File: src/rtl/decade_ring_pkg.sv
package decade_ring_pkg;
  localparam int unsigned DEF_RING_STAGES = 5;
  localparam int unsigned DEF_SYNC_DEPTH  = 2;

  typedef struct packed {
    logic clear;
    logic hold;
    logic trig;
  } trig_bus_t;
endpackage

File: src/rtl/ring_sync.sv
module ring_sync #(
  parameter int unsigned WIDTH = 3,
  parameter int unsigned DEPTH = 2
) (
  input  logic             clk,
  input  logic             rst_n,
  input  logic [WIDTH-1:0] async_i,
  output logic [WIDTH-1:0] sync_o
);
  logic [DEPTH-1:0][WIDTH-1:0] pipe_q;
  logic [DEPTH-1:0][WIDTH-1:0] pipe_d;

  always_comb begin
    pipe_d[0] = async_i;
    for (int i = 1; i < DEPTH; i++) pipe_d[i] = pipe_q[i-1];
  end

  always_ff @(posedge clk or negedge rst_n) begin
    if (!rst_n) pipe_q <= '0;
    else        pipe_q <= pipe_d;
  end

  assign sync_o = pipe_q[DEPTH-1];
endmodule

File: src/rtl/ring_trigger.sv
module ring_trigger (
  input  logic clk,
  input  logic rst_n,
  input  logic trig_s,
  input  logic hold_s,
  output logic step_o
);
  logic trig_prev_q, hold_prev_q;
  logic trig_rise, trig_fall, hold_fall;

  always_comb begin
    trig_rise = trig_s & ~trig_prev_q;
    trig_fall = ~trig_s & trig_prev_q;
    hold_fall = ~hold_s & hold_prev_q;
    // Either cause, or both together, gives one step.
    step_o = (trig_rise & ~hold_s) | (hold_fall & trig_s);
  end

  always_ff @(posedge clk or negedge rst_n) begin
    if (!rst_n) begin
      trig_prev_q <= 1'b0;
      hold_prev_q <= 1'b0;
    end else begin
      trig_prev_q <= trig_s;
      hold_prev_q <= hold_s;
    end
  end

  AST_NO_FALL_STEP: assert property (@(posedge clk) disable iff (!rst_n)
    (trig_fall && !hold_fall) |-> !step_o);
  AST_HELD_NO_STEP: assert property (@(posedge clk) disable iff (!rst_n)
    (hold_s && hold_prev_q) |-> !step_o);
endmodule

File: src/rtl/ring_core.sv
module ring_core #(
  parameter int unsigned STAGES = 5
) (
  input  logic              clk,
  input  logic              rst_n,
  input  logic              clear_i,
  input  logic              step_i,
  output logic [STAGES-1:0] ring_o
);
  logic [STAGES-1:0] ring_q, ring_d, ring_shift;
  logic              ring_legal;

  function automatic logic is_legal(input logic [STAGES-1:0] v);
    int unsigned flips;
    flips = 0;
    for (int i = 0; i < STAGES - 1; i++) flips += (v[i] ^ v[i+1]) ? 1 : 0;
    return flips <= 1;
  endfunction

  always_comb begin
    ring_legal = is_legal(ring_q);
    ring_shift = {ring_q[STAGES-2:0], ~ring_q[STAGES-1]};
    ring_d     = ring_q;
    if (clear_i || !ring_legal) ring_d = '0;
    else if (step_i)            ring_d = ring_shift;
  end

  always_ff @(posedge clk or negedge rst_n) begin
    if (!rst_n) ring_q <= '0;
    else        ring_q <= ring_d;
  end

  assign ring_o = ring_q;

  AST_LEGAL_CODE: assert property (@(posedge clk) disable iff (!rst_n)
    ring_legal);
  AST_CLEAR_ZERO: assert property (@(posedge clk) disable iff (!rst_n)
    clear_i |=> (ring_q == '0));
  AST_IDLE_STABLE: assert property (@(posedge clk) disable iff (!rst_n)
    (!step_i && !clear_i) |=> $stable(ring_q));
endmodule

File: src/rtl/ring_decode.sv
module ring_decode #(
  parameter int unsigned STAGES = 5,
  localparam int unsigned NOUT = 2 * STAGES
) (
  input  logic              clk,
  input  logic              rst_n,
  input  logic [STAGES-1:0] ring_i,
  output logic [NOUT-1:0]   dec_o,
  output logic              tc_o
);
  logic [NOUT-1:0] dec_d, dec_q;
  logic            tc_d, tc_q;

  assign dec_d[0]      = ~ring_i[STAGES-1] & ~ring_i[0];
  assign dec_d[STAGES] =  ring_i[STAGES-1] &  ring_i[0];

  genvar k;
  generate
    for (k = 1; k < STAGES; k++) begin : g_pair
      assign dec_d[k]          =  ring_i[k-1] & ~ring_i[k];
      assign dec_d[STAGES + k] = ~ring_i[k-1] &  ring_i[k];
    end
  endgenerate

  assign tc_d = ~ring_i[STAGES-1];

  always_ff @(posedge clk or negedge rst_n) begin
    if (!rst_n) begin
      dec_q <= NOUT'(1);
      tc_q  <= 1'b1;
    end else begin
      dec_q <= dec_d;
      tc_q  <= tc_d;
    end
  end

  assign dec_o = dec_q;
  assign tc_o  = tc_q;

  AST_ONE_HOT: assert property (@(posedge clk) disable iff (!rst_n)
    $countones(dec_q) == 1);
  AST_TC_HALF: assert property (@(posedge clk) disable iff (!rst_n)
    tc_q == (|dec_q[STAGES-1:0]));
endmodule

File: src/rtl/decade_ring_divider.sv
module decade_ring_divider
  import decade_ring_pkg::*;
#(
  parameter int unsigned RING_STAGES = DEF_RING_STAGES,
  parameter int unsigned SYNC_DEPTH  = DEF_SYNC_DEPTH,
  localparam int unsigned NOUT = 2 * RING_STAGES
) (
  input  logic            clk,
  input  logic            rst_n,
  input  logic            count_clk,
  input  logic            hold_in,
  input  logic            clear_in,
  output logic [NOUT-1:0] dec_out,
  output logic            term_cnt
);
  logic [1:0]             rst_pipe_q;
  logic                   rst_int_n;
  trig_bus_t              raw_bus, sync_bus;
  logic                   step;
  logic [RING_STAGES-1:0] ring;

  always_ff @(posedge clk or negedge rst_n) begin
    if (!rst_n) rst_pipe_q <= 2'b00;
    else        rst_pipe_q <= {rst_pipe_q[0], 1'b1};
  end
  assign rst_int_n = rst_pipe_q[1];

  assign raw_bus = '{clear: clear_in, hold: hold_in, trig: count_clk};

  ring_sync #(.WIDTH($bits(trig_bus_t)), .DEPTH(SYNC_DEPTH)) u_sync (
    .clk(clk), .rst_n(rst_int_n), .async_i(raw_bus), .sync_o(sync_bus));

  ring_trigger u_trig (
    .clk(clk), .rst_n(rst_int_n), .trig_s(sync_bus.trig),
    .hold_s(sync_bus.hold), .step_o(step));

  ring_core #(.STAGES(RING_STAGES)) u_core (
    .clk(clk), .rst_n(rst_int_n), .clear_i(sync_bus.clear),
    .step_i(step), .ring_o(ring));

  ring_decode #(.STAGES(RING_STAGES)) u_dec (
    .clk(clk), .rst_n(rst_int_n), .ring_i(ring),
    .dec_o(dec_out), .tc_o(term_cnt));
endmodule

File: config.mk
export PLATFORM = sky130hd
export DESIGN_NAME = decade_ring_divider
export DESIGN_NICKNAME = d
export VERILOG_FILES = /design/src/rtl/decade_ring_pkg.sv /design/src/rtl/ring_sync.sv /design/src/rtl/ring_trigger.sv /design/src/rtl/ring_core.sv /design/src/rtl/ring_decode.sv /design/src/rtl/decade_ring_divider.sv
export SDC_FILE = /design/constraint.sdc
export NUM_CORES = 1
export LEC_CHECK = 0
export BUFFER_PORTS_ARGS = -buffer_cell sky130_fd_sc_hd__buf_4
export CAP_MARGIN = 30
export CELL_PAD_IN_SITES_DETAIL_PLACEMENT = 0
export CELL_PAD_IN_SITES_GLOBAL_PLACEMENT = 1
export CORE_AREA = 5 5 52 54
export CTS_CLUSTER_SIZE = 8
export DETAILED_ROUTE_END_ITERATION = 10
export DIE_AREA = 0 0 57 59
export GPL_ROUTABILITY_DRIVEN = 0
export PLACE_DENSITY = 0.76
export SLEW_MARGIN = 15
export SYNTH_ARGS = -nofsm -noshare
export SYNTH_HDL_FRONTEND = slang
export SYNTH_SLANG_ARGS = --single-unit
File: constraint.sdc
create_clock -name clk -period 2.05 [get_ports clk]
set_input_delay 0.1025 -clock clk [delete_from_list [all_inputs] [get_ports clk]]
set_output_delay 0.1025 -clock clk [all_outputs]
set_load 0.02 [all_outputs]
# After elaboration in Yosys (flattened, before gate mapping)
# Cells that the tools add are included.
[word_totals] input_bits=5 register_bits=26 out_inout_bits=11
[classes] n_bitwise=26 magnitude_cmp=1 n_addsub=3 reduce_logical=3 muxes=6
[op_table] cell="32-bit adder" n=3
[op_table] cell="32-bit by 1-bit <= comparator with 1-bit output, second input constant" n=1
[op_table] cell="1-bit bitwise AND" n=14
[op_table] cell="5-bit two-way mux" n=2
[op_table] cell="1-bit inverter" n=7
[op_table] cell="1-bit two-way mux" n=4
[op_table] cell="1-bit XOR" n=4
[op_table] cell="2-bit nonzero test" n=1
[op_table] cell="1-bit zero test" n=1
[op_table] cell="1-bit logical OR" n=1
[op_table] cell="1-bit OR" n=1

# Depth between registers and ports, before layout
# Gate-level depths: netlist (run 1).
[depth] depth_word=9 ltp_mapped=7 mapped_depth_nobuf=7

# Cells and area by module
# Synthesis (run 1) repeated with hierarchy kept, for this count alone.
[unflattened] cells_unflattened=62 hier_area_um2=927.1
[modules_own_cells] mod="ring_decode" area_per_inst_um2=346.6 cells_each=22 seq_area_each_um2=277.8 instances=1
[modules_own_cells] mod="ring_core" area_per_inst_um2=300.3 cells_each=27 seq_area_each_um2=125.1 instances=1
[modules_own_cells] mod="ring_sync" area_per_inst_um2=150.1 cells_each=6 seq_area_each_um2=150.1 instances=1
[modules_own_cells] mod="ring_trigger" area_per_inst_um2=76.3 cells_each=4 seq_area_each_um2=50.0 instances=1
[modules_own_cells] mod="decade_ring_divider" area_per_inst_um2=53.8 cells_each=3 seq_area_each_um2=50.0 instances=1

# Worst setup path before layout (run 1)
# OpenSTA, ideal clock, no wires.
[synth_timing] path_type="register -> register" startpoint="register u_core.ring_q[3], in the netlist u_core.ring_o[3]" endpoint="register u_core.ring_q[0], in the netlist u_core.ring_o[0]" arrival_time_ns=1.688 stages_incl_launch_ff=8 t_required_ns=1.907 n_path_buf=0 period_less_slack_ns=1.830 setup_ns=0.143 slack_ns=0.220 path_cell_list="dfrtp_1 inv_1 ha_1 inv_1 fa_1 inv_1 o21ai_0 a21oi_1"
[synth_between] elab_chain_cells=8 word_cells_on_any_way=11 classes_between="add/sub: 2; order compare: 1; mux: 3; bitwise: 2; reduce/logical: 3"
[synth_rtl] item="start, declared" line="ring_core.sv:10" rtl="logic [STAGES-1:0] ring_q, ring_d, ring_shift;"
[synth_rtl] item="start signal, assigned" line="ring_core.sv:30" rtl="else ring_q <= ring_d;"
[synth_rtl] item="1-bit XOR" line="ring_core.sv:16" rtl="for (int i = 0; i < STAGES - 1; i++) flips += (v[i] ^ v[i+1]) ? 1 : 0;"
[synth_rtl] item="1-bit two-way mux" line="ring_core.sv:16"
[synth_rtl] item="32-bit adder" line="ring_core.sv:16"
[synth_rtl] item="32-bit adder (*)" line="ring_core.sv:16"
[synth_rtl] item="32-bit by 1-bit <= comparator with 1-bit output (*)" line="ring_core.sv:17" rtl="return flips <= 1;"
[synth_rtl] item="1-bit zero test (*)" line="ring_core.sv:24" rtl="if (clear_i || !ring_legal) ring_d = '0;"
[synth_rtl] item="1-bit logical OR (*)" line="ring_core.sv:24"
[synth_rtl] item="5-bit two-way mux / 2-bit nonzero test (equally long branches)"
# Mark *: on every way between the ends. The rest lies on a longest branch, timed or not.
# A chain may end at the register's enable or synchronous reset.

# Final worst setup path (run 1)
[layout_timing] startpoint="register u_core.ring_q[3], in the netlist u_core.ring_o[3]" endpoint="register u_core.ring_q[3], in the netlist u_core.ring_o[3]"
# The elaborated chain is that of the path after synthesis.

==> metrics.txt, run 1 <==
Int Pwr approximately 630 uW; commonest non-fill, non-tap cell in the layout dfrtp_1; Arrival @ worst endpoint 2.07 ns; unrepaired setup endpoints after global routing no; Residual DRC 0; Antenna Violating Nets Remaining 0; routed vias roughly 520; Final Hold Fails 0; status completed; Worst EP required about 2.3 ns; starting density of the core 0.4302; layout cell share with drive strength beyond 1 0.2527; core region area between 0.002 and 0.0025 mm^2; Nets 106; CTS tree done; TNS Setup 0 ns; antenna violations before repair 0; most frequent cells in the layout 24 x dfrtp_1, 17 x buf_4, 9 x inv_1, 8 x ha_1, 6 x o21ai_0; Final Non-Filler Cells 119; DR iter-0 viols 8; Logic pwr share 0.063; routed length per instance around 10 um; Mapped Cells 67; critical path class reg -> reg; Cells after DPL roughly 110; fillcell total roughly 200; pin count of the biggest net entering global routing 22; Post-DP Area 0.001091 mm^2; vias in the first global route 543; switching power total 159.0 uW; crit share post-route 0.9134; setup bufs post-CTS 0; H-tree Lvls 1; final worst slack roughly 0.18 ns; CP Launch Type register; Seq cells post-synth 26; fin crit period approximately 1.9 ns; final instance area around 0.0012 mm^2; CP Capture Type register; area grow syn2layout 23.99%; area of the mapped netlist around 930 um^2; Root Buffer clkbuf_4; Clock power frac 0.256; min-delay worst type reg -> async; PD cells slightly below 700 mW/mm^2; Setup Skew a little under 0.005 ns; Max Transition Viols Final 0; Clock Tree Buf Depth 2; Leakage slightly below 0.0006 uW; clock sink count 26; register area share after synthesis 0.6997; total track usage 0.08724; die area between 0.003 and 0.004 mm^2; via-per-instance ratio between 4 and 5; Sequential Power Share 0.681; I/O pins 16; row cnt 17; Setup-failing EPs final 0; Hold WS between 0.05 and 0.06 ns; grt ovf 0; Cell variety after synth 13; total CTS buffers 3; Syn Nets between 80 and 90; IO buf count 15; yosys warns 0; diodes inserted 0; clk_lat worst skew roughly 0.3 ns; CTS clk-pin slew, worst paths about 0.12 ns; fmax 0.5341 GHz; Die X ~57 um; worst vdd ir 0.5712 mV; crit path max fanout 5; first-pass GRT wire length about 2.2 mm; Syn Area/Cell ~14 um^2; final wirelength 1.207 mm; 1st-pass router iterations 3; Place WS between 0.15 and 0.2 ns; Die Y a little under 60 um; Sw Ratio 0.2023; number of max-cap violations 0; Detailed Place HPWL around 900 um
## final cells by class
type | instances | area (um^2) | share of cell area
Timing Repair Buffer | 21 | 167.7 | 0.1449
Tap cell | 28 | 35.03 | 0.03027
Sequential cell | 26 | 653.1 | 0.5643
Clock buffer | 4 | 26.28 | 0.02270
Multi-Input combinational cell | 31 | 241.5 | 0.2086
Inverter | 9 | 33.78 | 0.02919
## cell usage after synthesis (all sizes together)
cell,instances,area (um^2)
nand2b,1,13.76
dfstp,2,52.55
ha,8,100.1
dfrtp,24,600.6
inv,9,33.78
a21oi,5,25.02
conb,1,3.750
nor2b,1,6.260
or3,5,31.28
fa,1,20.02
clkbuf,1,5.000
o21ai,6,30.03
nor2,3,11.26
## routing by layer
layer  track usage  routed length [um]  up-vias
li1              -                   -      260
met1       0.09471                 495      244
met2        0.1468                 565       17
met3       0.05229                 133        2
met4       0.01987                  12        0
met5             0                   0        -
## state kept, by name, indices dropped and copies added (netlist names)
register / count
u_sync.pipe_d: 3
u_trig.trig_prev_q: 1
u_dec.tc_o: 1
rst_pipe_q: 2
u_trig.hold_prev_q: 1
u_dec.dec_o: 10
u_sync.sync_o: 3
u_core.ring_o: 5
## critical path, stage by stage, from the launching register on
cell and delay, ns:
dfrtp_1 0.42, inv_1 0.09, ha_1 0.28, inv_1 0.05, fa_1 0.53, inv_1 0.04
o21ai_0 0.16, buf_4 0.16, a21oi_1 0.04
## cell families after synthesis
kind of cell	after synthesis	share of synthesized area
AO/OA/AOI/OAI	11	0.05898
adder cells (fa/ha/maj)	9	0.1287
buffers and inverters	10	0.04155
flip-flops	26	0.6997
other	1	0.004018
AND/OR/NAND/NOR	10	0.06702
## power groups by stage
stage | Combinational (uW) | Clock (uW) | Sequential (uW)
3_5_place_dp | 44.7 | 0 | 546
4_1_cts | 50.9 | 213 | 536
2_1_floorplan | 14.9 | 0 | 554
3_3_place_gp | 44.1 | 0 | 545
6_report | 49.4 | 201 | 535
5_1_grt | 57.8 | 235 | 537
## stage by stage
step | total power, uW | utilization
2_1_floorplan | 569.0 | -
3_3_place_gp | 589.4 | 0.5029
3_5_place_dp | 590.3 | 0.5029
4_1_cts | 799.9 | 0.5334
5_1_grt | 830.3 | 0.5334
6_report | 786.1 | 0.5334
## timing repair
item	in CTS	in global routing
endpoints found under the hold margin	5	0
hold buffers	4	0
resized for setup	0	0
## worst paths after layout
kind / from / end / slack, ns / depth (start not counted)
min: rst_pipe_q[1] / u_core.ring_o[2] / 0.06 / 0
min in group clk: u_sync.pipe_d[5] / u_sync.sync_o[2] / 0.36 / 0
max: u_core.ring_o[3] / u_core.ring_o[3] / 0.18 / 8
min reg2reg: rst_pipe_q[1] / u_core.ring_o[2] / 0.06 / 0
max in group asynchronous: rst_pipe_q[1] / u_dec.tc_o / 1.45 / 1
max reg2reg: u_core.ring_o[3] / u_core.ring_o[3] / 0.18 / 8
Note: power is estimated with default switching activity, not from simulation.
==> inputs of run 2 (changes only) <==
- CORE_AREA: 5 5 52 54 -> 5 5 56 58
- DIE_AREA: 0 0 57 59 -> 0 0 61 63
- PLACE_DENSITY: 0.76 -> 0.68
- clock period: 2.05 -> 1.55 ns (I/O delays scaled with it)
==> metrics.txt, run 2 (same netlist as run 1, synthesis figures left out) <==
CTS clk-pin slew, worst paths between 0.1 and 0.15 ns; Die X about 61 um; IO buf count 15; Arrival @ worst endpoint about 1.9 ns; Nets around 110; Root Buffer clkbuf_4; CP max stage cell fa_1; final worst slack -0.1701 ns; 1st-pass router iterations 2; row cnt 19; crit share post-route 1.110; Final Hold Fails 0; antenna violations before repair 0; I/O pins 16; status finished, violations left; final wirelength about 1.5 mm; max reg flops 10; clock sink count 26; fin crit period roughly 1.7 ns; layout cell share with drive strength beyond 1 0.4545; pin count of the biggest net entering global routing 19; first-pass GRT wire length 2.760 mm; fmax slightly below 0.6 GHz; DR iter-0 viols 3; most frequent cells in the layout 25 x buf_4, 24 x dfrtp_1, 7 x inv_2; final core occ 0.4919; worst vdd ir 0.6313 mV; CTS tree done; diodes inserted 0; total track usage 0.1014; die area 0.003843 mm^2; critical-path cell list inv_2 > ha_4 > inv_2 > fa_1 > inv_2 > o21ai_4 > a21oi_1; area grow syn2layout 37.80%; Residual DRC 0; commonest non-fill, non-tap cell in the layout buf_4; grt ovf 0; Leakage around 0.00062 uW; crit path max fanout 5; Antenna Violating Nets Remaining 0; CP dominant cell by count inv_2; PD cells approximately 870 mW/mm^2; WP buf/inv 3; H-tree Lvls 1; routed length per instance between 10 and 15 um; Setup Skew roughly 0.0056 ns; violations in the final reports negative setup slack; clk_lat worst skew between 0.3 and 0.4 ns; number of max-cap violations 0; Place WS -0.1331 ns; vias in the first global route roughly 590; CP Capture Type register; core region area 0.002615 mm^2; min-delay worst type in -> async; routed vias just under 600; Power, Total 1125 uW; CP Launch Type register; Setup-failing EPs final 5; unrepaired setup endpoints after global routing yes; Clock Tree Buf Depth 2; Critical Path Max Stage Delay 0.49 ns; total CTS buffers 3; Die Y around 63 um; critical path class reg -> reg; starting density of the core 0.3569; Detailed Place HPWL around 1.1 mm; Top delay family on crit path adder cells; via-per-instance ratio 4.454; Worst EP required 1.76 ns; Max Transition Viols Final 0
==> run 2: cell count changes in the layout (fill, tap and decap cells not counted), moves of 3 or more <==
cell   previous run  this run
inv_1             9         2
ha_4              0         3
inv_2             0         7
buf_4            17        25
ha_1              8         5
==> run 2: where the power goes <==
group	leakage, uW	internal (uW)	switching, uW
Sequential	0.000332	699	10.6
Combinational	0.000271	36.8	41.2
Clock	0.0000210	144	194
==> run 2: routing by layer <==
layer	global-route usage	vias up	part of all wire
li1	-	276	-
met1	0.1206	282	0.40
met2	0.1537	16	0.50
met3	0.03099	5	0.070
met4	0.06504	0	0.030
met5	0	-	0
==> run 2: worst paths after layout <==
| check | from | to | slack [ns] | depth (start not counted) |
|---|---|---|---|---|
| max | u_core.ring_o[3] | u_core.ring_o[1] | -0.17 | 7 |
| min | rst_n | rst_pipe_q[1] | 0.05 | 2 |
| max reg2reg | u_core.ring_o[3] | u_core.ring_o[1] | -0.17 | 7 |
| min reg2reg | rst_pipe_q[1] | u_sync.pipe_d[3] | 0.11 | 0 |
| max in group asynchronous | rst_pipe_q[1] | u_dec.dec_o[0] | 0.86 | 1 |
| min in group clk | u_sync.pipe_d[5] | u_sync.sync_o[2] | 0.37 | 0 |
==> run 2: repair_timing <==
item / CTS / global route
gates resized for setup: 2 / 5
buffers inserted: 0 / 1
hold buffers: 4 / 0
gates cloned: 0 / 0
endpoints found under the setup margin: 5 / 5
pin swaps: 0 / 1
endpoints found under the hold margin: 5 / 0
==> run 2: stage by stage <==
stage,area [um^2],instances,TNS [ns],hold WS [ns]
after floorplan,962.2,67,-0.3317,-0.2181
final,1286,130,-0.7814,0.04639
after detailed placement,1176,121,-0.6212,-0.1381
after CTS,1260,129,-0.5743,0.02556
after global placement,1176,121,-0.5756,-0.1398
after global routing,1286,130,-1.144,0.01672
==> run 2: worst reg2reg max path, cell delays in order, from the launching register on <==
cell and delay, ns:
dfrtp_1 0.44, inv_2 0.07, ha_4 0.26, inv_2 0.03
fa_1 0.49, inv_2 0.05, o21ai_4 0.20, a21oi_1 0.07
==> run 2: area by class of cell <==
| cell class | count | area [um^2] |
|---|---|---|
| clock buffer | 4 | 36.28 |
| fill | 243 | 1329 |
| inverter | 9 | 33.78 |
| multi-input combinational | 31 | 296.5 |
| sequential | 26 | 653.1 |
| tap | 31 | 38.79 |
| timing repair buffer | 29 | 227.7 |
